**src/rtl/ivt_pkg.sv**
```systemverilog
package ivt_pkg;

    typedef enum logic [1:0] {
        CNT_PARK = 2'd0,
        CNT_RUN  = 2'd1,
        CNT_HOLD = 2'd2
    } cnt_state_e;

    // control register layout, bit 3 down to bit 0
    typedef struct packed {
        logic irq_en;
        logic ext_clk;
        logic ext_gate;
        logic run;
    } ctrl_t;

    localparam int CTRL_BITS   = 4;
    localparam int OFS_CTRL    = 'h000;
    localparam int OFS_COUNT   = 'h004;
    localparam int OFS_RELOAD  = 'h008;
    localparam int OFS_FLAG    = 'h00C;
    localparam int OFS_ID_LO   = 'hFD0;
    localparam int ID_ENTRIES  = 12;

    function automatic logic [7:0] id_byte(input logic [3:0] idx);
        logic [7:0] b;
        case (idx)
            4'd0:    b = 8'h04;
            4'd4:    b = 8'h37;
            4'd5:    b = 8'hC9;
            4'd6:    b = 8'h1A;
            4'd8:    b = 8'h0D;
            4'd9:    b = 8'hF0;
            4'd10:   b = 8'h05;
            4'd11:   b = 8'hB1;
            default: b = 8'h00;
        endcase
        return b;
    endfunction

endpackage

```
**src/rtl/ivt_tick_gen.sv**
```systemverilog
module ivt_tick_gen #(
    parameter int SYNC_STAGES = 2
) (
    input  logic clk,
    input  logic rst_n,
    input  logic ext_in,
    input  logic run,
    input  logic ext_gate,
    input  logic ext_clk,
    output logic tick
);
    // SYNC_STAGES flops of synchronizer plus one for edge history
    logic [SYNC_STAGES:0] sync_q;
    logic                 ext_lvl;
    logic                 ext_rise;

    always_ff @(posedge clk or negedge rst_n) begin
        if (!rst_n) begin
            sync_q <= '0;
        end else begin
            sync_q <= {sync_q[SYNC_STAGES-1:0], ext_in};
        end
    end

    assign ext_lvl  = sync_q[SYNC_STAGES-1];
    assign ext_rise = ext_lvl & ~sync_q[SYNC_STAGES];

    always_comb begin
        tick = run;
        if (ext_clk)  tick = tick & ext_rise;
        if (ext_gate) tick = tick & ext_lvl;
    end

endmodule

```
**src/rtl/ivt_down_counter.sv**
```systemverilog
module ivt_down_counter
    import ivt_pkg::*;
#(
    parameter int CNT_W = 32
) (
    input  logic             clk,
    input  logic             rst_n,
    input  logic             tick,
    input  logic             ld_en,
    input  logic [CNT_W-1:0] ld_val,
    input  logic [CNT_W-1:0] reload_val,
    output logic [CNT_W-1:0] cnt_q,
    output logic             expire
);
    cnt_state_e       state_q, state_d;
    logic [CNT_W-1:0] cnt_d;
    logic             at_one;
    logic             reload_zero;

    assign at_one      = (cnt_q == CNT_W'(1));
    assign reload_zero = (reload_val == '0);

    // state register
    always_ff @(posedge clk or negedge rst_n) begin
        if (!rst_n) begin
            state_q <= CNT_PARK;
            cnt_q   <= '0;
        end else begin
            state_q <= state_d;
            cnt_q   <= cnt_d;
        end
    end

    // next state
    always_comb begin
        state_d = state_q;
        if (ld_en) begin
            state_d = (ld_val == '0) ? CNT_PARK : CNT_RUN;
        end else if (tick) begin
            unique case (state_q)
                CNT_RUN:  if (at_one) state_d = CNT_HOLD;
                CNT_HOLD: state_d = reload_zero ? CNT_PARK : CNT_RUN;
                CNT_PARK: if (!reload_zero) state_d = CNT_RUN;
                default:  state_d = CNT_PARK;
            endcase
        end
    end

    // outputs: next count and expiry pulse
    always_comb begin
        cnt_d  = cnt_q;
        expire = 1'b0;
        if (ld_en) begin
            cnt_d = ld_val;
        end else if (tick) begin
            unique case (state_q)
                CNT_RUN: begin
                    if (at_one) begin
                        cnt_d  = '0;
                        expire = 1'b1;
                    end else begin
                        cnt_d = cnt_q - CNT_W'(1);
                    end
                end
                CNT_HOLD: cnt_d = reload_val;
                CNT_PARK: if (!reload_zero) cnt_d = reload_val;
                default:  cnt_d = '0;
            endcase
        end
    end

endmodule

```
**src/rtl/ivt_apb_regs.sv**
```systemverilog
module ivt_apb_regs
    import ivt_pkg::*;
#(
    parameter int ADDR_W = 12,
    parameter int DATA_W = 32
) (
    input  logic              clk,
    input  logic              rst_n,
    input  logic              psel,
    input  logic              penable,
    input  logic              pwrite,
    input  logic [ADDR_W-1:0] paddr,
    input  logic [DATA_W-1:0] pwdata,
    input  logic [DATA_W-1:0] cnt,
    input  logic              expire,
    output logic [DATA_W-1:0] prdata,
    output ctrl_t             ctrl_q,
    output logic [DATA_W-1:0] reload_q,
    output logic              ld_en,
    output logic              flag_q
);
    localparam int WORD_W = ADDR_W - 2;
    localparam logic [WORD_W-1:0] W_CTRL   = WORD_W'(OFS_CTRL >> 2);
    localparam logic [WORD_W-1:0] W_COUNT  = WORD_W'(OFS_COUNT >> 2);
    localparam logic [WORD_W-1:0] W_RELOAD = WORD_W'(OFS_RELOAD >> 2);
    localparam logic [WORD_W-1:0] W_FLAG   = WORD_W'(OFS_FLAG >> 2);
    localparam logic [WORD_W-1:0] W_ID_LO  = WORD_W'(OFS_ID_LO >> 2);
    localparam logic [WORD_W-1:0] W_ID_HI  = W_ID_LO + WORD_W'(ID_ENTRIES - 1);

    logic [WORD_W-1:0] word;
    logic              aligned;
    logic              wr_acc;
    logic              flag_set;
    logic              flag_clr;

    assign word    = paddr[ADDR_W-1:2];
    assign aligned = (paddr[1:0] == 2'b00);
    assign wr_acc  = psel & penable & pwrite & aligned;

    assign ld_en    = wr_acc & ((word == W_COUNT) | (word == W_RELOAD));
    assign flag_set = expire & ctrl_q.irq_en;
    assign flag_clr = wr_acc & (word == W_FLAG) & pwdata[0];

    always_ff @(posedge clk or negedge rst_n) begin
        if (!rst_n) begin
            ctrl_q   <= '0;
            reload_q <= '0;
            flag_q   <= 1'b0;
        end else begin
            if (wr_acc && word == W_CTRL)   ctrl_q   <= ctrl_t'(pwdata[CTRL_BITS-1:0]);
            if (wr_acc && word == W_RELOAD) reload_q <= pwdata;
            // an expiry beats a clear in the same cycle
            if (flag_set)      flag_q <= 1'b1;
            else if (flag_clr) flag_q <= 1'b0;
        end
    end

    always_comb begin
        prdata = '0;
        if (aligned) begin
            if (word == W_CTRL)        prdata = {{(DATA_W-CTRL_BITS){1'b0}}, ctrl_q};
            else if (word == W_COUNT)  prdata = cnt;
            else if (word == W_RELOAD) prdata = reload_q;
            else if (word == W_FLAG)   prdata = {{(DATA_W-1){1'b0}}, flag_q};
            else if (word >= W_ID_LO && word <= W_ID_HI)
                prdata = {{(DATA_W-8){1'b0}}, id_byte(4'(word - W_ID_LO))};
        end
    end

endmodule

```
**src/rtl/ivt_apb_timer.sv**
```systemverilog
module ivt_apb_timer
    import ivt_pkg::*;
#(
    parameter int ADDR_W      = 12,
    parameter int CNT_W       = 32,
    parameter int SYNC_STAGES = 2
) (
    input  logic              pclk,
    input  logic              presetn,
    input  logic              psel,
    input  logic              penable,
    input  logic              pwrite,
    input  logic [ADDR_W-1:0] paddr,
    input  logic [CNT_W-1:0]  pwdata,
    output logic [CNT_W-1:0]  prdata,
    output logic              pready,
    output logic              pslverr,
    input  logic              ext_in,
    output logic              irq_o
);
    ctrl_t            ctrl_q;
    logic [CNT_W-1:0] reload_q;
    logic [CNT_W-1:0] cnt_q;
    logic             ld_en;
    logic             tick;
    logic             expire;
    logic             flag_q;

    ivt_apb_regs #(.ADDR_W(ADDR_W), .DATA_W(CNT_W)) u_regs (
        .clk      (pclk),
        .rst_n    (presetn),
        .psel     (psel),
        .penable  (penable),
        .pwrite   (pwrite),
        .paddr    (paddr),
        .pwdata   (pwdata),
        .cnt      (cnt_q),
        .expire   (expire),
        .prdata   (prdata),
        .ctrl_q   (ctrl_q),
        .reload_q (reload_q),
        .ld_en    (ld_en),
        .flag_q   (flag_q)
    );

    ivt_tick_gen #(.SYNC_STAGES(SYNC_STAGES)) u_tick (
        .clk      (pclk),
        .rst_n    (presetn),
        .ext_in   (ext_in),
        .run      (ctrl_q.run),
        .ext_gate (ctrl_q.ext_gate),
        .ext_clk  (ctrl_q.ext_clk),
        .tick     (tick)
    );

    ivt_down_counter #(.CNT_W(CNT_W)) u_cnt (
        .clk        (pclk),
        .rst_n      (presetn),
        .tick       (tick),
        .ld_en      (ld_en),
        .ld_val     (pwdata),
        .reload_val (reload_q),
        .cnt_q      (cnt_q),
        .expire     (expire)
    );

    assign pready  = 1'b1;
    assign pslverr = 1'b0;
    assign irq_o   = flag_q;

endmodule

```
**config.mk**
```make
export PLATFORM = sky130hd
export DESIGN_NAME = ivt_apb_timer
export DESIGN_NICKNAME = d
export VERILOG_FILES = /design/src/rtl/ivt_pkg.sv /design/src/rtl/ivt_tick_gen.sv /design/src/rtl/ivt_down_counter.sv /design/src/rtl/ivt_apb_regs.sv /design/src/rtl/ivt_apb_timer.sv
export SDC_FILE = /design/constraint.sdc
export NUM_CORES = 1
export LEC_CHECK = 0
export CORE_AREA = 4 4 98 193
export DETAILED_ROUTE_END_ITERATION = 7
export DIE_AREA = 0 0 102 197
export PLACE_DENSITY = 0.46
export RECOVER_POWER = 50
export SLEW_MARGIN = 20
export SYNTH_ARGS = -nofsm -noshare
export SYNTH_HDL_FRONTEND = slang
export SYNTH_HIERARCHICAL = 1
export SYNTH_SLANG_ARGS = --single-unit
```
**constraint.sdc**
```tcl
create_clock -name pclk -period 3.4 [get_ports pclk]
set_input_delay 0.68 -clock pclk [delete_from_list [all_inputs] [get_ports pclk]]
set_output_delay 0.68 -clock pclk [all_outputs]
set_load 0.01 [all_outputs]
```
==> metrics.md, run 1 <==
| Metric | Value |
|---|---|
| CP endpoint kind | primary output |
| Area Growth Syn to Fin | 35.39% |
| Worst Hold Class | flip-flop to flip-flop |
| VDD IR-drop max | 243.7 µV |
| Max Buffers Root-to-Sink | 2 |
| Setup crit start kind | input port |
| CTS tree | done |
| FF-to-FF path depth | 6 |
| Overall Power | 2.568 mW |
| Core Box Area | 17360 µm² |
| Clock slew at reported path FFs | 60 ps |
| Ant diodes | 0 |
| Hold Vio Cnt, Final | 0 |
| Delay-heaviest family, CP | buffers and inverters |
| Number of routed nets with antenna violations | 0 |
| FP Rows | 68 |
| Arrival time at the worst endpoint | 2620 ps |
| Number of max-cap violations | 1 |
| Unique masters post-synth | 70 |
| Final HPWL DP | 15.41 mm |
| Worst Path Buf+Inv | 4 |
| Violated checks | capacitance limit, slew limit |
| Final setup fails | 0 |
| Mean Syn Cell Area | 9.023 µm² |
| Fmax | 302.8 MHz |
| DRT iter0 DRCs | 352 |
| Most frequent cells in the layout | dfrtp_1 (74), buf_4 (58), nor2_1 (54), clkdlybuf4s50_1 (41), a21oi_1 (35) |
| Crit path largest cell delay | 440 ps |
| Starting density of the core | 29.74% |
| Root buf cell | clkbuf_16 |
| Final nets | 759 |
| Status | finished with violations |
| Mapped Area | 5161 µm² |
| RSZ-0062 raised after global routing | false |
| # placed instances | 884 |
| Tmin final | 3302 ps |
| EDFF count, synth | 0 |
| Overflow after GRT | 0 |
| First-pass GRT wire length | 32.55 mm |
| Vias per cell | 5.889 |
| DRT Pass-1 Iters | 5 |
| Yosys reg bits | 74 |
| Die footprint | 20090 µm² |
| Initial antenna violation count | 0 |
| Fillers | 1833 |
| Mapped Nets | 632 |
| Number of global-route vias before repair | 5682 |
| Int Pwr | 1.900 mW |
| Worst Hold Path Cells | 0 |
| Die width | 102 µm |
| Cell count after synthesis | 572 |
| Commonest non-fill, non-tap cell in the layout | dfrtp_1 |
| Largest net degree at the start of global routing | 33 |
| Psw | 668.0 µW |
| PwrDens | 367.5 nW/µm² |
| Clk sinks | 74 |
| Sequential share of the synthesized area | 35.88% |
| Worst-path cell chain | clkdlybuf4s50_1 > buf_4 > ha_2 > buf_4 > or2_2 > a21oi_2 > o22ai_1 > and3_1 > clkdlybuf4s15_1 |
| Worst-Skew Late Latency | 340 ps |
| Drt wl/cell | 23.15 µm |
| Placer Congestion | 0.9053 |
| Die Y-Extent | 197 µm |
| Drc violations | 0 |
| Synth warn | 6 |
| Rel. slew slack | -26.46% |
| Vias post-DR | 5383 |
| Primary FF master, synth | dfrtp_1 |
| Leakage | 3.098 nW |
| Data required, critical path | 2720 ps |
| Final worst path period share | 97.13% |
| Setup TNS | 0 ps |
| Combinational power share | 17.4% |
| Overall routing resource usage | 21.31% |
| Most frequent CP cell | buf_4 |
| Layout cells sized above 1 | 26.70% |
| Drt total wl | 21.16 mm |
| Max Slew Vio Count | 30 |
| Clock Skew | 9.482 ps |
| H-tree level count | 3 |
| Port Buffers | 82 |
| Least-Margin Pin Slew | 1897 ps |
| Top Ports | 85 |
| Crit. path cell count | 9 |
| Critical path type | input port to primary output |
| CTS Hold Buffers Added | 0 |
| Cell Count, Final, Fillers Out | 914 |
| Async set-reset flop share out of synthesis | 100.0% |
| Sequential share of power | 35.7% |
| Clock share of power | 46.9% |
| Critical path fanouts, max | 10 |
| Total CTS buffers | 9 |
| Slowest-stage cell, CP | clkdlybuf4s50_1 |
| Sw frac | 26.01% |
-- state kept, by name, indices dropped and copies added (netlist names) --
| name | flops |
|---|---|
| u_cnt/cnt_q | 32 |
| u_regs/reload_q | 32 |
| u_regs/ctrl_q | 4 |
| u_tick/sync_q | 3 |
| u_cnt/state_q | 2 |
| u_regs/flag_q | 1 |
-- through the flow --
step / cell area, µm² / setup slack (ps) / util, % / hold WS [ps]
5_1_grt: 6988 / 14.33 / 40.26 / 371.6
4_1_cts: 7049 / 1.596 / 40.61 / 286.4
3_5_place_dp: 6529 / -544.4 / 37.62 / 337.8
6_report: 6988 / 97.70 / 40.26 / 351.3
2_1_floorplan: 5172 / 56.30 / - / 331.2
3_3_place_gp: 6529 / -544.0 / 37.62 / 332.6
-- routing by layer --
| metal | vias up | global-route usage [%] | share of wire, % | routed length, µm |
|---|---|---|---|---|
| li1 | 2453 | - | - | - |
| met1 | 2678 | 22.57 | 35 | 7497 |
| met2 | 199 | 39.87 | 55 | 11740 |
| met3 | 53 | 3.011 | 4.6 | 977 |
| met4 | 0 | 10.32 | 4.5 | 945 |
| met5 | - | 0 | 0 | 0 |
-- logic make-up (layout without fill, tap and decap cells) --
| family | Yosys count | after routing | share of synthesized area [%] |
|---|---|---|---|
| and+or+nand+nor | 193 | 193 | 20.49 |
| AOI/OAI and AO/OA | 186 | 186 | 24.90 |
| DFF | 74 | 74 | 35.88 |
| buffers and inverters | 56 | 188 | 5.745 |
| muxes | 37 | 37 | 8.048 |
| xor gates and xnor gates | 14 | 14 | 2.376 |
| adders and majority gates | 10 | 10 | 2.424 |
| other | 2 | 2 | 0.1455 |
-- power by group through the flow --
stage | sequential [mW] | combinational, mW | clock, mW
3_5_place_dp | 0.932 | 0.420 | 0
3_3_place_gp | 0.932 | 0.418 | 0
2_1_floorplan | 0.925 | 0.227 | 0
4_1_cts | 0.916 | 0.447 | 1.23
6_report | 0.917 | 0.447 | 1.20
5_1_grt | 0.918 | 0.480 | 1.27
-- cell usage after synthesis (all sizes together) (3+ instances only) --
cell,count,area [µm²]
a22oi,22,165.2
a41oi,3,26.28
or3,7,43.79
a2bb2oi,3,26.28
o21ai,26,133.9
nand4,7,50.05
a31oi,8,50.05
o41ai,4,50.05
xnor2,9,78.83
nand3,10,50.05
nor4,20,167.7
a211oi,4,30.03
or4,11,82.58
o22a,5,43.79
buf,17,116.4
clkbuf,22,116.4
inv,16,60.06
a32o,4,40.04
nor3,22,131.4
a221oi,12,105.1
o21a,3,22.52
o31ai,10,75.07
a21oi,37,185.2
ha,10,125.1
nor2,55,206.5
mux2,36,405.4
dfrtp,74,1852
or2,7,43.80
nand2,31,116.4
xor2,5,43.79
a21o,3,23.77
a32oi,9,78.83
o22ai,24,150.1
nor2b,3,18.77
nand2b,9,56.30
-- area by class of cell --
| type | count | area [µm²] | share of cell area, % |
|---|---|---|---|
| multi-input combinational | 442 | 3097 | 44.32 |
| tap | 210 | 262.8 | 3.760 |
| sequential | 74 | 1852 | 26.50 |
| clock buffer | 10 | 239.0 | 3.420 |
| timing repair buffer | 155 | 1333 | 19.07 |
| inverter | 17 | 67.56 | 0.9669 |
| clock inverter | 6 | 137.6 | 1.970 |
-- repair_timing --
action	in CTS	in global routing
gates cloned	3	0
pin swaps	5	2
gates resized for setup	132	17
setup endpoints to repair	32	29
setup buffers	12	0
-- final timing paths --
check                           slack, ps                 from                   to
worst max-delay path                  100             paddr[2]            prdata[3]
worst max register to register        670  u_regs/reload_q[25]      u_cnt/cnt_q[19]
worst min-delay path                  350     u_tick/sync_q[0]     u_tick/sync_q[1]
min in group asynchronous             860              presetn  u_regs/reload_q[18]
worst min register to register        350     u_tick/sync_q[0]     u_tick/sync_q[1]
max in group asynchronous            1030              presetn       u_cnt/cnt_q[2]
Power figures use the tool's default switching activity.
==> run 2: changes to the inputs <==
--- a/config.mk
+++ b/config.mk
@@ -5,10 +5,10 @@
 export SDC_FILE = /design/constraint.sdc
 export NUM_CORES = 1
 export LEC_CHECK = 0
-export CORE_AREA = 4 4 98 193
+export CORE_AREA = 4 4 91 179
 export DETAILED_ROUTE_END_ITERATION = 7
-export DIE_AREA = 0 0 102 197
-export PLACE_DENSITY = 0.46
+export DIE_AREA = 0 0 95 183
+export PLACE_DENSITY = 0.53
 export RECOVER_POWER = 50
 export SLEW_MARGIN = 20
 export SYNTH_ARGS = -nofsm -noshare
==> run 2 against run 1 <==
  * The run now ends clean
  * Global-route usage up 1.8 points
  * Cell count shrank 2.3%
  * Clock skew rose by 3.0 ps
  * Clock-buffer cell count is 1 lower
  * Combinational power fell by 5.4%
  * Sequential power about the same
  * First-iteration DRC count grew 5.4%
  * Power decreased by 8.7%
  * Die area decreased by 13%
  * Clock power down 16%
==> metrics.md, run 2 (synthesis results as in run 1) <==
| Metric | Value |
|---|---|
| Initial antenna violation count | 0 |
| DRT iter0 DRCs | 371 |
| Fmax | 300.0 MHz |
| Fillers | 1516 |
| CTS Hold Buffers Added | 0 |
| CTS tree | done |
| Clock slew at reported path FFs | 60 ps |
| Tmin final | 3333 ps |
| Total CTS buffers | 9 |
| Clock Skew | 12.48 ps |
| Data required, critical path | 2720 ps |
| Status | finished clean |
| Worst-Skew Late Latency | 340 ps |
| FP Rows | 63 |
| Critical path type | input port to primary output |
| Number of max-cap violations | 0 |
| Final HPWL DP | 14.53 mm |
| Most frequent cells in the layout | dfrtp_1 (74), nor2_1 (54), buf_4 (50), clkdlybuf4s50_1 (43), a21oi_1 (36) |
| Overflow after GRT | 0 |
| PwrDens | 337.9 nW/µm² |
| Least-Margin Pin Slew | 1402 ps |
| Layout cells sized above 1 | 26.36% |
| Leakage | 3.060 nW |
| Slowest-stage cell, CP | or4_4 |
| Vias per cell | 6.143 |
| Final worst path period share | 98.03% |
| Clk sinks | 74 |
| Layout Utilization | 46.83% |
| Biggest registers after layout | u_cnt/cnt_q (32), u_regs/reload_q (32), u_regs/ctrl_q (4) |
| Root buf cell | clkbuf_16 |
| Die Y-Extent | 183 µm |
| Port Buffers | 82 |
| Ant diodes | 0 |
| Drc violations | 0 |
| Number of global-route vias before repair | 5577 |
| Die footprint | 17390 µm² |
| Worst-path cell chain | clkdlybuf4s50_1 > or4_4 > or2_4 > buf_4 > o22a_1 > a211oi_2 > buf_2 |
| Drt wl/cell | 22.73 µm |
| Placed cell area | 6470 µm² |
| # placed instances | 862 |
| Vias post-DR | 5486 |
| Setup TNS | 0 ps |
| CP endpoint kind | primary output |
| First-pass GRT wire length | 30.59 mm |
| Drt total wl | 20.30 mm |
| Top Ports | 85 |
| Hold slack | 345.9 ps |
| Placer Congestion | 0.9291 |
| VDD IR-drop max | 259.8 µV |
| Worst Hold Class | flip-flop to flip-flop |
| Area Growth Syn to Fin | 34.45% |
| Crit path largest cell delay | 520 ps |
| Commonest non-fill, non-tap cell in the layout | dfrtp_1 |
| Cell Count, Final, Fillers Out | 893 |
| Hold Vio Cnt, Final | 0 |
| Starting density of the core | 34.83% |
| Overall routing resource usage | 23.12% |
| Largest net degree at the start of global routing | 75 |
| Number of routed nets with antenna violations | 0 |
| Max Slew Vio Count | 0 |
| Core Box Area | 14820 µm² |
| Final setup fails | 0 |
| DRT Pass-1 Iters | 5 |
| Max Buffers Root-to-Sink | 2 |
| Setup crit start kind | input port |
| Critical path fanouts, max | 6 |
| Rel. slew slack | 6.501% |
| Fin area | 6939 µm² |
| Die width | 95 µm |
| Final nets | 755 |
| Reg2reg setup slack | 630 ps |
| Arrival time at the worst endpoint | 2650 ps |
| H-tree level count | 3 |
[run 2: cell count changes in the layout (fill, tap and decap cells not counted), moves of 2 or more]
cell / change
buf_6: +6
buf_12: +2
buf_2: +2
clkdlybuf4s50_1: +2
buf_4: -8
bufinv_16: -2
clkbuf_2: -7
[run 2: final timing paths]
| kind | start | endpoint | depth (start not counted) |
|---|---|---|---|
| min in group asynchronous | presetn | u_regs/reload_q[18] | 1 |
| hold / removal | u_tick/sync_q[0] | u_tick/sync_q[1] | 0 |
| hold reg to reg | u_tick/sync_q[0] | u_tick/sync_q[1] | 0 |
| setup / recovery | paddr[7] | prdata[6] | 7 |
| max in group asynchronous | presetn | u_cnt/cnt_q[30] | 2 |
| setup reg to reg | u_cnt/cnt_q[1] | u_cnt/cnt_q[29] | 8 |
[run 2: worst max-delay path, delay by kind of cell]
kind / cells / cell delay (ps)
AND/OR/NAND/NOR: 2 / 840
buffers and inverters: 3 / 750
AO/OA/AOI/OAI: 2 / 390
[run 2: routing by layer]
layer | vias up | wire (µm) | global-route usage (%)
met5 | - | 0 | 0
met4 | 0 | 1044 | 13.13
met3 | 77 | 1092 | 3.859
met2 | 273 | 11260 | 42.70
met1 | 2696 | 6906 | 23.81
li1 | 2440 | - | -
[run 2: stage by stage]
stage	power, mW	setup slack (ps)
after floorplan	1.152	56.30
after global routing	2.438	-3.558
after detailed placement	1.337	-470.3
after CTS	2.360	-11.62
after global placement	1.335	-464.8
final	2.345	66.91
[run 2: timing repair]
item | CTS | global route
gates cloned | 2 | 1
resized for setup | 134 | 22
pin swaps | 7 | 13
setup buffers | 9 | 6
endpoints found under the setup margin | 32 | 62
[run 2: power breakdown]
part	switching, mW	internal (mW)	total [mW]
Combinational	0.243	0.180	0.423
Sequential	0.0232	0.893	0.917
Clock	0.371	0.634	1.01
[run 2: layout make-up]
class / instances / area (µm²) / area share [%]
clock buffers: 9 / 225.2 / 3.246
clock inverters: 5 / 81.33 / 1.172
inverters: 17 / 67.56 / 0.9737
multi-input cells: 442 / 3122 / 44.99
flip-flops and latches: 74 / 1852 / 26.69
well taps: 195 / 244.0 / 3.516
repair buffers: 151 / 1348 / 19.42
==> run 3: changes to the inputs <==
--- a/config.mk
+++ b/config.mk
@@ -5,10 +5,11 @@
 export SDC_FILE = /design/constraint.sdc
 export NUM_CORES = 1
 export LEC_CHECK = 0
-export CORE_AREA = 4 4 91 179
+export CORE_AREA = 2 2 89 177
 export DETAILED_ROUTE_END_ITERATION = 7
-export DIE_AREA = 0 0 95 183
-export PLACE_DENSITY = 0.53
+export DIE_AREA = 0 0 91 179
+export DONT_BUFFER_PORTS = 1
+export PLACE_DENSITY = 0.45
 export RECOVER_POWER = 50
 export SLEW_MARGIN = 20
 export SYNTH_ARGS = -nofsm -noshare
==> run 3 against run 2 <==
  * Sequential power hardly changed
  * Sequential cell count stayed put
  * Non-clock buffer count shrank 116
  * Register-to-register slack got worse by 50 ps
  * Global-route usage down 0.21 points
  * Die area fell by 6.3%
  * Core utilization down 8.1 points
  * Clock power is 5% higher
  * Fmax up 4.1%
  * Clock skew is 0.93 ps higher
  * Sequential share of layout area rose by 5.1 points
==> metrics.md, run 3 (synthesis results as in run 1) <==
| Metric | Value |
|---|---|
| Leakage | 2.458 nW |
| Drt wl/cell | 23.89 µm |
| First-pass GRT wire length | 28.78 mm |
| Biggest registers after layout | u_cnt/cnt_q (32), u_regs/reload_q (32), u_regs/ctrl_q (4) |
| Die width | 91 µm |
| DRT Pass-1 Iters | 5 |
| Placed cell area | 5517 µm² |
| Starting density of the core | 34.28% |
| Die footprint | 16290 µm² |
| Critical path fanouts, max | 26 |
| Setup crit start kind | input port |
| RSZ-0062 raised after global routing | false |
| Port Buffers | 0 |
| Commonest non-fill, non-tap cell in the layout | dfrtp_1 |
| Die Y-Extent | 179 µm |
| CTS Hold Buffers Added | 0 |
| FP Rows | 64 |
| CP endpoint kind | primary output |
| Fin area | 5828 µm² |
| Placer Congestion | 0.8999 |
| Worst Hold Class | input port to asynchronous set/reset pin |
| Number of global-route vias before repair | 4844 |
| Initial antenna violation count | 0 |
| Hold slack | 34.54 ps |
| Resized Gates After CTS | 0 |
| Setup TNS | 0 ps |
| Core Box Area | 15050 µm² |
| Number of routed nets with antenna violations | 0 |
| Area Growth Syn to Fin | 12.92% |
| Hold Vio Cnt, Final | 0 |
| DRT iter0 DRCs | 274 |
| Clk sinks | 74 |
| Clock slew at reported path FFs | 60 ps |
| PwrDens | 390.9 nW/µm² |
| Vias per cell | 6.247 |
| Final nets | 639 |
| Final worst path period share | 94.14% |
| VDD IR-drop max | 228.8 µV |
| Status | finished clean |
| H-tree level count | 3 |
| Arrival time at the worst endpoint | 2520 ps |
| Top Ports | 85 |
| CTS tree | done |
| Tmin final | 3201 ps |
| Total CTS buffers | 9 |
| Drc violations | 0 |
| Post-CTS Repair Setup Buffers | 0 |
| Critical path type | input port to primary output |
| Least-Margin Pin Slew | 956.6 ps |
| Max Slew Vio Count | 0 |
| Layout cells sized above 1 | 18.66% |
| Root buf cell | clkbuf_16 |
| Final setup fails | 0 |
| Overall routing resource usage | 22.90% |
| Most frequent cells in the layout | dfrtp_1 (74), nor2_1 (54), a21oi_1 (37), buf_4 (33), nand2_1 (31) |
| Largest net degree at the start of global routing | 75 |
| Ant diodes | 0 |
| Data required, critical path | 2720 ps |
| Vias post-DR | 4885 |
| Fmax | 312.4 MHz |
| Number of max-cap violations | 0 |
| Worst-Skew Late Latency | 340 ps |
| Max Buffers Root-to-Sink | 2 |
| Final HPWL DP | 13.42 mm |
| Drt total wl | 18.68 mm |
| Overflow after GRT | 0 |
| Clock Skew | 13.41 ps |
| Rel. slew slack | 36.23% |
## run 3: power by group
part / total, mW / internal, mW / leakage (nW) / switching (mW)
Sequential: 0.917 / 0.893 / 1.02 / 0.0238
Combinational: 0.304 / 0.115 / 1.28 / 0.189
Clock: 1.06 / 0.664 / 0.163 / 0.393
Total: 2.28 / 1.67 / 2.46 / 0.606
## run 3: final timing paths
path | start | to | slack [ps] | cells after the start
max in group asynchronous | presetn | u_regs/reload_q[26] | 3230 | 0
min | presetn | u_regs/ctrl_q[0] | 30 | 0
max reg2reg | u_regs/reload_q[31] | u_cnt/cnt_q[5] | 580 | 6
min in group pclk | u_tick/sync_q[0] | u_tick/sync_q[1] | 350 | 0
min reg2reg | u_tick/sync_q[0] | u_tick/sync_q[1] | 350 | 0
max | paddr[5] | prdata[20] | 200 | 8
## run 3: final cells by class
cell class	count	area, µm²
inverter	17	63.81
clock buffer	10	239.0
fill	1621	9226
clock inverter	6	87.58
tap	198	247.7
multi-input combinational	442	3065
timing repair buffer	35	272.8
sequential	74	1852
## run 3: stage by stage
stage	utilization [%]	power [mW]	setup WS (ps)	std cells
final	38.71	2.278	199.1	782
after global routing	38.71	2.364	72.44	782
after CTS	38.81	2.296	184.4	782
after detailed placement	36.64	1.232	182.2	766
after global placement	36.64	1.232	217.9	766
after floorplan	-	1.152	56.30	572
## run 3: metal layers
layer | vias up | track usage, % | wire (µm)
met1 | 2454 | 28.17 | 7656
met2 | 189 | 39.69 | 9551
li1 | 2204 | - | -
met5 | - | 0 | 0
met3 | 38 | 3.447 | 954
met4 | 0 | 9.722 | 516
## run 3: worst max-delay path, cell delays in order
cell and delay, ps:
inv_1 80, ha_1 150, or3b_2 540, or2_1 420, o21ai_2 230, buf_12 200, nor2_1 70, buf_4 150
